## src/rtl/daf_pkg.sv

```systemverilog
package daf_pkg;
    typedef enum logic [2:0] {
        RSN_NONE    = 3'd0,
        RSN_SLOT    = 3'd1,
        RSN_BCAST   = 3'd2,
        RSN_HASH    = 3'd3,
        RSN_PROMISC = 3'd4
    } reason_e;

    typedef enum logic {
        ST_IDLE,
        ST_REPORT
    } fsm_e;

    localparam int CFG_COPY  = 0;
    localparam int CFG_NOBC  = 1;
    localparam int CFG_MHASH = 2;
    localparam int CFG_UHASH = 3;
    localparam int CFG_W     = 4;
endpackage

```

## src/rtl/daf_hash.sv

```systemverilog
module daf_hash #(
    parameter int ADDR_W = 48,
    parameter int HASH_W = 6
) (
    input  logic [ADDR_W-1:0] addr,
    output logic [HASH_W-1:0] idx
);
    // Fold: index bit (i mod HASH_W) collects address bit i
    always_comb begin
        idx = '0;
        for (int i = 0; i < ADDR_W; i++) begin
            idx[i % HASH_W] = idx[i % HASH_W] ^ addr[i];
        end
    end
endmodule

```

## src/rtl/daf_slot_bank.sv

```systemverilog
module daf_slot_bank #(
    parameter int N_SLOTS = 4,
    parameter int ADDR_W  = 48,
    parameter int REG_W   = 32,
    localparam int HI_W   = ADDR_W - REG_W,
    localparam int SL_W   = (N_SLOTS > 1) ? $clog2(N_SLOTS) : 1
) (
    input  logic              clk,
    input  logic              rst_n,
    input  logic              wr_en,
    input  logic [SL_W-1:0]   wr_sel,
    input  logic              wr_hi,
    input  logic [REG_W-1:0]  lo_data,
    input  logic [HI_W-1:0]   hi_data,
    input  logic [ADDR_W-1:0] addr,
    output logic              hit,
    output logic [SL_W-1:0]   hit_idx
);
    logic [N_SLOTS-1:0] hits;

    for (genvar k = 0; k < N_SLOTS; k++) begin : g_slot
        logic [REG_W-1:0] lo_q;
        logic [HI_W-1:0]  hi_q;

        always_ff @(posedge clk) begin
            if (!rst_n) begin
                lo_q <= '0;
                hi_q <= '0;
            end else if (wr_en && wr_sel == SL_W'(k)) begin
                if (wr_hi) hi_q <= hi_data;
                else       lo_q <= lo_data;
            end
        end

        // all-zero slot is unused
        assign hits[k] = ({hi_q, lo_q} != '0) && ({hi_q, lo_q} == addr);
    end

    // lowest index wins
    always_comb begin
        hit     = 1'b0;
        hit_idx = '0;
        for (int k = N_SLOTS - 1; k >= 0; k--) begin
            if (hits[k]) begin
                hit     = 1'b1;
                hit_idx = SL_W'(k);
            end
        end
    end
endmodule

```

## src/rtl/dst_addr_filter.sv

```systemverilog
module dst_addr_filter
    import daf_pkg::*;
#(
    parameter int N_SLOTS = 4,
    parameter int ADDR_W  = 48,
    parameter int REG_W   = 32,
    parameter int HASH_W  = 6,
    parameter int WA_W    = 4,
    localparam int SL_W   = (N_SLOTS > 1) ? $clog2(N_SLOTS) : 1
) (
    input  logic              clk,
    input  logic              rst_n,
    input  logic              wr_en,
    input  logic [WA_W-1:0]   wr_addr,
    input  logic [REG_W-1:0]  wr_data,
    input  logic [ADDR_W-1:0] dst_addr,
    input  logic              dst_valid,
    output logic              res_valid,
    output logic              accept,
    output logic [2:0]        reason,
    output logic [SL_W-1:0]   match_slot
);
    localparam int HI_W     = ADDR_W - REG_W;
    localparam int HASH_N   = 1 << HASH_W;
    localparam int HASH_WDS = HASH_N / REG_W;
    localparam logic [WA_W-1:0] A_HASH = WA_W'(2 * N_SLOTS);
    localparam logic [WA_W-1:0] A_CFG  = WA_W'(2 * N_SLOTS + HASH_WDS);

    // ---------------- configuration and hash table ----------------
    logic [CFG_W-1:0]  cfg_q;
    logic [HASH_N-1:0] hash_q;

    always_ff @(posedge clk) begin
        if (!rst_n)                        cfg_q <= '0;
        else if (wr_en && wr_addr == A_CFG) cfg_q <= wr_data[CFG_W-1:0];
    end

    for (genvar w = 0; w < HASH_WDS; w++) begin : g_hword
        always_ff @(posedge clk) begin
            if (!rst_n)
                hash_q[w*REG_W +: REG_W] <= '0;
            else if (wr_en && wr_addr == A_HASH + WA_W'(w))
                hash_q[w*REG_W +: REG_W] <= wr_data;
        end
    end

    // ---------------- lookups ----------------
    logic              slot_wr;
    logic              slot_hit;
    logic [SL_W-1:0]   slot_idx;
    logic [HASH_W-1:0] hash_idx;
    logic              hash_bit;

    assign slot_wr = wr_en && (wr_addr < A_HASH);

    daf_slot_bank #(
        .N_SLOTS(N_SLOTS), .ADDR_W(ADDR_W), .REG_W(REG_W)
    ) u_slots (
        .clk     (clk),
        .rst_n   (rst_n),
        .wr_en   (slot_wr),
        .wr_sel  (wr_addr[SL_W:1]),
        .wr_hi   (wr_addr[0]),
        .lo_data (wr_data),
        .hi_data (wr_data[HI_W-1:0]),
        .addr    (dst_addr),
        .hit     (slot_hit),
        .hit_idx (slot_idx)
    );

    daf_hash #(.ADDR_W(ADDR_W), .HASH_W(HASH_W)) u_hash (
        .addr (dst_addr),
        .idx  (hash_idx)
    );

    assign hash_bit = hash_q[hash_idx];

    // ---------------- verdict ----------------
    logic            is_bcast, is_mcast;
    logic            dec_acc;
    reason_e         dec_rsn;
    logic [SL_W-1:0] dec_slot;

    assign is_bcast = &dst_addr;
    assign is_mcast = dst_addr[0];

    always_comb begin
        dec_acc  = 1'b0;
        dec_rsn  = RSN_NONE;
        dec_slot = '0;
        if (cfg_q[CFG_COPY]) begin
            dec_acc = 1'b1;
            dec_rsn = RSN_PROMISC;
        end else if (is_bcast) begin
            if (!cfg_q[CFG_NOBC]) begin
                dec_acc = 1'b1;
                dec_rsn = RSN_BCAST;
            end
        end else if (slot_hit) begin
            dec_acc  = 1'b1;
            dec_rsn  = RSN_SLOT;
            dec_slot = slot_idx;
        end else if (hash_bit && (is_mcast ? cfg_q[CFG_MHASH] : cfg_q[CFG_UHASH])) begin
            dec_acc = 1'b1;
            dec_rsn = RSN_HASH;
        end
    end

    // ---------------- state machine ----------------
    fsm_e state_q, state_d;

    always_ff @(posedge clk) begin
        if (!rst_n) state_q <= ST_IDLE;
        else        state_q <= state_d;
    end

    always_comb begin
        state_d = state_q;
        unique case (state_q)
            ST_IDLE:   state_d = dst_valid ? ST_REPORT : ST_IDLE;
            ST_REPORT: state_d = dst_valid ? ST_REPORT : ST_IDLE;
            default:   state_d = ST_IDLE;
        endcase
    end

    // outputs
    reason_e         rsn_q;
    logic            acc_q;
    logic [SL_W-1:0] slot_q;

    always_ff @(posedge clk) begin
        if (!rst_n) begin
            acc_q  <= 1'b0;
            rsn_q  <= RSN_NONE;
            slot_q <= '0;
        end else if (dst_valid) begin
            acc_q  <= dec_acc;
            rsn_q  <= dec_rsn;
            slot_q <= dec_slot;
        end
    end

    assign res_valid  = (state_q == ST_REPORT);
    assign accept     = acc_q;
    assign reason     = rsn_q;
    assign match_slot = slot_q;
endmodule

```

## config.mk

```make
export PLATFORM = sky130hd
export DESIGN_NAME = dst_addr_filter
export DESIGN_NICKNAME = d
export VERILOG_FILES = /design/src/rtl/daf_pkg.sv /design/src/rtl/daf_hash.sv /design/src/rtl/daf_slot_bank.sv /design/src/rtl/dst_addr_filter.sv
export SDC_FILE = /design/constraint.sdc
export NUM_CORES = 1
export LEC_CHECK = 0
export BUFFER_PORTS_ARGS = -buffer_cell sky130_fd_sc_hd__buf_2
export CAP_MARGIN = 20
export CORE_MARGIN = 2
export CORE_UTILIZATION = 35
export DETAILED_ROUTE_END_ITERATION = 8
export GPL_TIMING_DRIVEN = 0
export PLACE_DENSITY = 0.54
export SYNTH_ARGS = -nofsm -noshare
export SYNTH_HDL_FRONTEND = slang
export SYNTH_SLANG_ARGS = --single-unit
```

## constraint.sdc

```tcl
create_clock -name clk -period 2.75 [get_ports clk]
set_clock_uncertainty 0.1 [all_clocks]
set_input_delay 0.275 -clock clk [delete_from_list [all_inputs] [get_ports clk]]
set_output_delay 0.275 -clock clk [all_outputs]
set_load 0.02 [all_outputs]
```

; Yosys cells after proc, flatten, opt, wreduce, memory -nomap -nowiden
; Cells that the tools add are included.
[classes]
add_sub_neg = 0
n_mul = 0
n_div = 0
magnitude_cmp = 2
eq_ne = 10
shift = 0
mux = 25
bitwise_logic = 43
reduce_logical = 27
[ops]
columns = cell, count
row1 = 48-bit equality test, 4
row2 = 48-bit nonzero test, 4
row3 = 48-bit AND reduction, 1
row4 = 1-bit XOR, 42
row5 = 2-bit 2-to-1 mux, 10
row6 = 2-bit AND reduction, 8
row7 = 1-bit logical AND, 13
row8 = "4-bit equality test, second input constant", 3
row9 = 1-bit 2-to-1 mux, 12
row10 = "6-bit by 7-bit < comparator with 1-bit output, second input constant", 1
row11 = 1-bit binary-select mux with 6-bit select, 1
row12 = 3-bit 2-to-1 mux, 2
row13 = "2-bit equality test, second input constant", 2
row14 = "4-bit < comparator, second input constant", 1
row15 = "2-bit by 1-bit equality test with 1-bit output, second input constant", 1
row16 = 2-bit logical NOT, 1
row17 = 1-bit inverter, 1
[word_totals]
ff_bits = 267
latch_bits = 0
ramBits = 0
romBits = 0
input_bits = 88
output_inout_bits = 7
memories = 0

; Depth between registers and ports, before layout
[logic_depth]
depth_word = 14
depth_mapped = 10
mapped_depth_nobuf = 8

; Hierarchy
; From an unflattened synthesis, not the netlist that was laid out.
[unflattened]
hier_cells = 1621
hier_area_um2 = 13487.9
[modules_own_cells]
columns = mod, instances, cells_per_inst, area_per_inst_um2, seq_area_each_um2
row1 = daf_slot_bank, 1, 1174, 9595.5, 3843.7
row2 = dst_addr_filter, 1, 405, 3524.6, 1501.4
row3 = daf_hash, 1, 42, 367.9, 0.0

; Worst setup path after synthesis
; No wires, ideal clock.
[synth_path]
path_type = input -> register
from = in dst_addr[42]
to = reg rsn_q[0], in the netlist reason[0]
arrival_time_ps = 2333
path_slack_ps = 188
stages = 9
path_buffers = 1
cell_sequence = buf_4 xor2_1 xnor2_1 xnor2_2 mux4_1 mux2i_1 o31ai_2 o31ai_2 o31ai_1
[synth_between]
elab_chain_cells = 9
elab_cells_between_ends = 21
classes_between = eq/ne (4) / mux (10) / bitwise (1) / reduce/logical (6)
[synth_lines]
columns = item, line
row1 = from (decl), dst_addr_filter.sv:16  ; input logic [ADDR_W-1:0] dst_addr,
row2 = branches (longest 7 deep; another with 1-bit binary-select mux with 6-bit select), --
row3 = 3-bit 2-to-1 mux (*), dst_addr_filter.sv:94  ; end else if (is_bcast) begin
row4 = 3-bit 2-to-1 mux (*), dst_addr_filter.sv:91  ; if (cfg_q[CFG_COPY]) begin
row5 = to (signal assigned), dst_addr_filter.sv:138  ; rsn_q <= dec_rsn;
row6 = to (decl), dst_addr_filter.sv:127  ; reason_e rsn_q;
; Mark *: on every way between the ends. The select of a mux whose other input is x is not followed.
; A chain may end at the register's enable or synchronous reset.

; Worst setup path after layout
[layout_path]
from = in dst_addr[10]
to = reg rsn_q[1], in the netlist reason[1]
[layout_between]
elab_chain_cells = 14
elab_cells_between_ends = 27
classes_between = eq/ne (4) / mux (10) / bitwise (7) / reduce/logical (6)
[layout_lines]
columns = item, line
row1 = 1-bit XOR (7 in series), daf_hash.sv:12  ; idx[i % HASH_W] = idx[i % HASH_W] ^ addr[i];
row2 = 1-bit binary-select mux with 6-bit select, dst_addr_filter.sv:76  ; assign hash_bit = hash_q[hash_idx];
row3 = 1-bit 2-to-1 mux (implied by the code), dst_addr_filter.sv:76
row4 = 1-bit logical AND, dst_addr_filter.sv:103  ; end else if (hash_bit && (is_mcast ? cfg_q[CFG_MHASH] : cfg_q[CFG_UHASH])) begin
row5 = 2-bit 2-to-1 mux, dst_addr_filter.sv:103
row6 = 2-bit 2-to-1 mux, dst_addr_filter.sv:99  ; end else if (slot_hit) begin
row7 = 3-bit 2-to-1 mux (*), dst_addr_filter.sv:94
row8 = 3-bit 2-to-1 mux (*), dst_addr_filter.sv:91
; Every way passes the cells marked *; elsewhere a longest branch is shown, timed or not. The select of a mux whose other input is x is not followed.

==> impl_metrics.yaml <==
floorplanning:
  die_h_um: 200
  die-area_um2: 40100
  die_w_um: 200
  core_um2: 37800
  initial_utilization: 0.357
  rows: 71
  io_pins: 95
power:
  pwr_density_cell_nw_per_um2: 622
  swShare: 0.294
  power_frac_seq: 0.404
  intPower_mw: 6.93
  p_switching_mw: 2.89
  combPwrFrac: 0.162
  ir_worst_vdd_mv: 0.518
  power_leakage_nw: 5.77
  p_clk_frac: 0.434
sta:
  slew_headroom: 0.280
  holdWs_ns: 0.00332
  rsz0062_at_grt: "no"
  max_freq_mhz: 360
  min_period_over_period: 1.01
  finalSetupViolations: 3
  tightest_slew_ns: 1.08
  slew_viol_final: 0
  period_needed_ns: 2.78
  hold_violations: 0
  worst_slack_ns: -0.0305
setup_path:
  r2r-end: "match_slot[0]"
  r2r_start: "u_slots.g_slot[3].lo_q[19]"
  cp.depth: 8
  cp_top_family: "simple AND/OR/NAND/NOR gates"
  crit_path_start: "dst_addr[10]"
  path_class: "in -> reg"
  cp_common_cell: "nor4_1"
  cp.required_ns: 3.12
  slowest_stage: "nor4_1"
  reg2regPathDepth: 8
  endpoint: "reason[1]"
  crit_fanout: 6
  worst_path_largest_cell_delay_ns: 0.76
  r2r_slack_ns: 0.12
  crit_chain: "clkdlybuf4s15_1 -> xor2_1 -> nor4_1 -> nand4_1 -> nor4_1 -> nor2_2 -> nand2b_1 -> o41ai_2"
  cp-start-kind: "input pin"
  cp.arrival_ns: 3.15
  end_kind: "register"
  crit_buf_inv: 1
logic_synthesis:
  ys.warnings.count: 0
  synth_edf_count: 0
  syn_inst: 1718
  syn_avg_cell_area_um2: 7.84
  syn-num-nets: 1806
  ys_seq_area_frac: 0.397
  yosysUniqueCellTypes: 46
  syn_area_um2: 13500
  synth-main-ff-cell: "dfxtp_1"
  async_flop_share: 0
  ys_seq_elements: 267
min_path:
  hold_class: "in -> reg"
placement:
  pre_cts_ws_ns: -0.570
  dp_hpwl_mm: 45.5
  port-buffer-count: 34
  gp_congestion: 0.944
  post-place-cells: 2276
flow_run:
  cap_violations: 0
clock_network:
  ctsRootBufferMaster: "clkbuf_16"
  insertion_delay_ns: 0.60
  cts_max_level: 1
  cts.path.max_buffers: 3
  clock-sinks: 267
  cts_made_buffers: 31
  post_cts_buffers: 0
  clk_pin_slew_ns: 0.06
  cts_tree: "yes"
finish:
  finalNonFillerCells: 2356
  final_util: 0.418
  regArea_um2: 5350
  multi_input_area_um2: 7480
  layout-drive-gt1-share: 0.0841
  layout.nets: 1909
  area_growth_pct: 17.2
  fillCellCount: 3913
detailed_routing:
  finalWirelength_mm: 63.5
  drtIter0Drc: 1595
  via_count: 13433
  wl_met2_mm: 27.1
  dr.pass1.iters: 6
  m1WireLength_mm: 26.2
  via_per_inst: 5.70
  wl_met3_mm: 6.75
  drt.antenna.violating_nets: 0
  routedWlPerCell_um: 27.0
  highest_layer: "met5"
  drc: 0
grt:
  grt_pass1_vias: 12797
  grt_antenna_before_repair: 0
  grt-ovfl-total: 0
  grt_pass1_wl_mm: 90.0
  grt_usage: 0.308
  grt_max_degree: 17
outcome:
  status: "finished, violations left"
  violations: "negative setup slack"
[registers in the layout (all words and copies together) (netlist names)]
signal	cells
u_slots.g_slot.hi_q	64
accept	1
hash_q	64
match_slot	2
res_valid	1
reason	3
u_slots.g_slot.lo_q	128
cfg_q	4
[cell usage after synthesis, types with 2 or more instances]
cell	n	area [µm²]
nor2b_1	5	31.3
clkbuf_1	105	394
buf_2	16	80.1
buf_6	6	67.6
mux2i_1	7	70.1
buf_1	4	15.0
a22oi_1	3	22.5
nor3_1	7	35.0
inv_1	3	11.3
nor3b_1	2	15.0
buf_4	12	90.1
nand3_1	5	25.0
nand2_1	524	1970
xnor2_1	32	280
mux4_2	8	180
dfxtp_1	267	5350
nand2b_1	5	31.3
or3b_2	2	17.5
or3_1	2	12.5
or2_2	2	12.5
nand3b_1	3	22.5
o31ai_2	2	25.0
xnor2_2	3	48.8
a21oi_1	260	1300
nor2_1	22	82.6
mux4_1	8	210
nor4_1	142	888
nand4_1	46	288
xor2_1	198	1730
[worst min-delay path, stage by stage]
cell	delay [ns]
clkbuf_1	0.21
nand2_1	0.11
a21oi_1	0.06
[kinds of logic after synthesis]
group                     count (synthesis)  share of synthesized area
xor gates and xnor gates                234                      0.155
AOI/OAI and AO/OA                       274                      0.106
DFF                                     267                      0.397
and+or+nand+nor                         772                      0.258
buffers and inverters                   147                     0.0495
muxes                                    24                     0.0350
[stage by stage]
| stage | total power, mW | setup TNS [ns] | cell area [µm²] |
|---|---|---|---|
| global placement | 5.52 | -3.04 | 14300 |
| finish | 9.82 | -0.0711 | 15800 |
| CTS | 9.77 | 0 | 15800 |
| global route | 10.1 | 0 | 15800 |
| floorplan | 4.93 | 0 | 13500 |
| detailed placement | 5.55 | -2.57 | 14500 |
[power by group through the flow]
stage               sequential, mW  clock (mW)  combinational (mW)
finish                        3.96        4.26                1.59
global route                  3.97        4.45                1.64
CTS                           3.96        4.28                1.53
detailed placement            4.05           0                1.50
global placement              4.05           0                1.48
floorplan                     4.04           0               0.890
[cells in the final DEF, fill, tap and decap left out, types with 3 or more instances in the layout]
cell and n:
a21oi_1 260, a22oi_1 3, nor4_1 140, buf_8 10, nand4_1 46, mux2i_1 7
clkbuf_16 31, clkinv_2 5, buf_2 51, buf_4 12, buf_6 6, clkbuf_8 9
xnor2_1 32, inv_1 3, nand3_1 5, nor2_1 21, dfxtp_1 267, nand2b_1 5
clkbuf_1 111, dlygate4sd3_1 23, nor3_1 7, nor2b_1 5, mux4_1 8, buf_1 4
xor2_1 198, nand3b_1 3, mux4_2 8, nand2_1 524
[worst min path at each step]
stage	startpoint	to	slack [ns]	cells after the start
6_report	wr_data[5]	hash_q[5]	0.003	3
5_1_grt	wr_data[15]	u_slots.g_slot[2].lo_q[15]	0.02	3
4_1_cts	wr_data[5]	hash_q[5]	0.002	3
3_5_place_dp	hash_q[10]	hash_q[10]	0.35	2
3_3_place_gp	hash_q[33]	hash_q[33]	0.34	2
2_1_floorplan	rst_n	reason[1]	0.28	2
[area by class of cell]
cell class / count / share of cell area
Antenna cell: 1 / 0.000159
Timing Repair Buffer: 70 / 0.0387
Buffer: 144 / 0.0417
Clock inverter: 9 / 0.00713
Sequential cell: 267 / 0.339
Clock buffer: 47 / 0.0587
Inverter: 3 / 0.000713
Tap cell: 511 / 0.0405
Multi-Input combinational cell: 1304 / 0.474
[per-layer routing]
layer	up-vias	global-route usage
li1	6039	-
met1	6405	0.412
met2	794	0.462
met3	193	0.0823
met4	2	0.141
met5	-	0
[what timing repair did]
item / CTS / global route
endpoints found under the hold margin: 86 / 0
hold buffers: 23 / 0
resized for setup: 0 / 7
endpoints found under the setup margin: 0 / 4
Note: power is estimated with default switching activity, not from simulation.
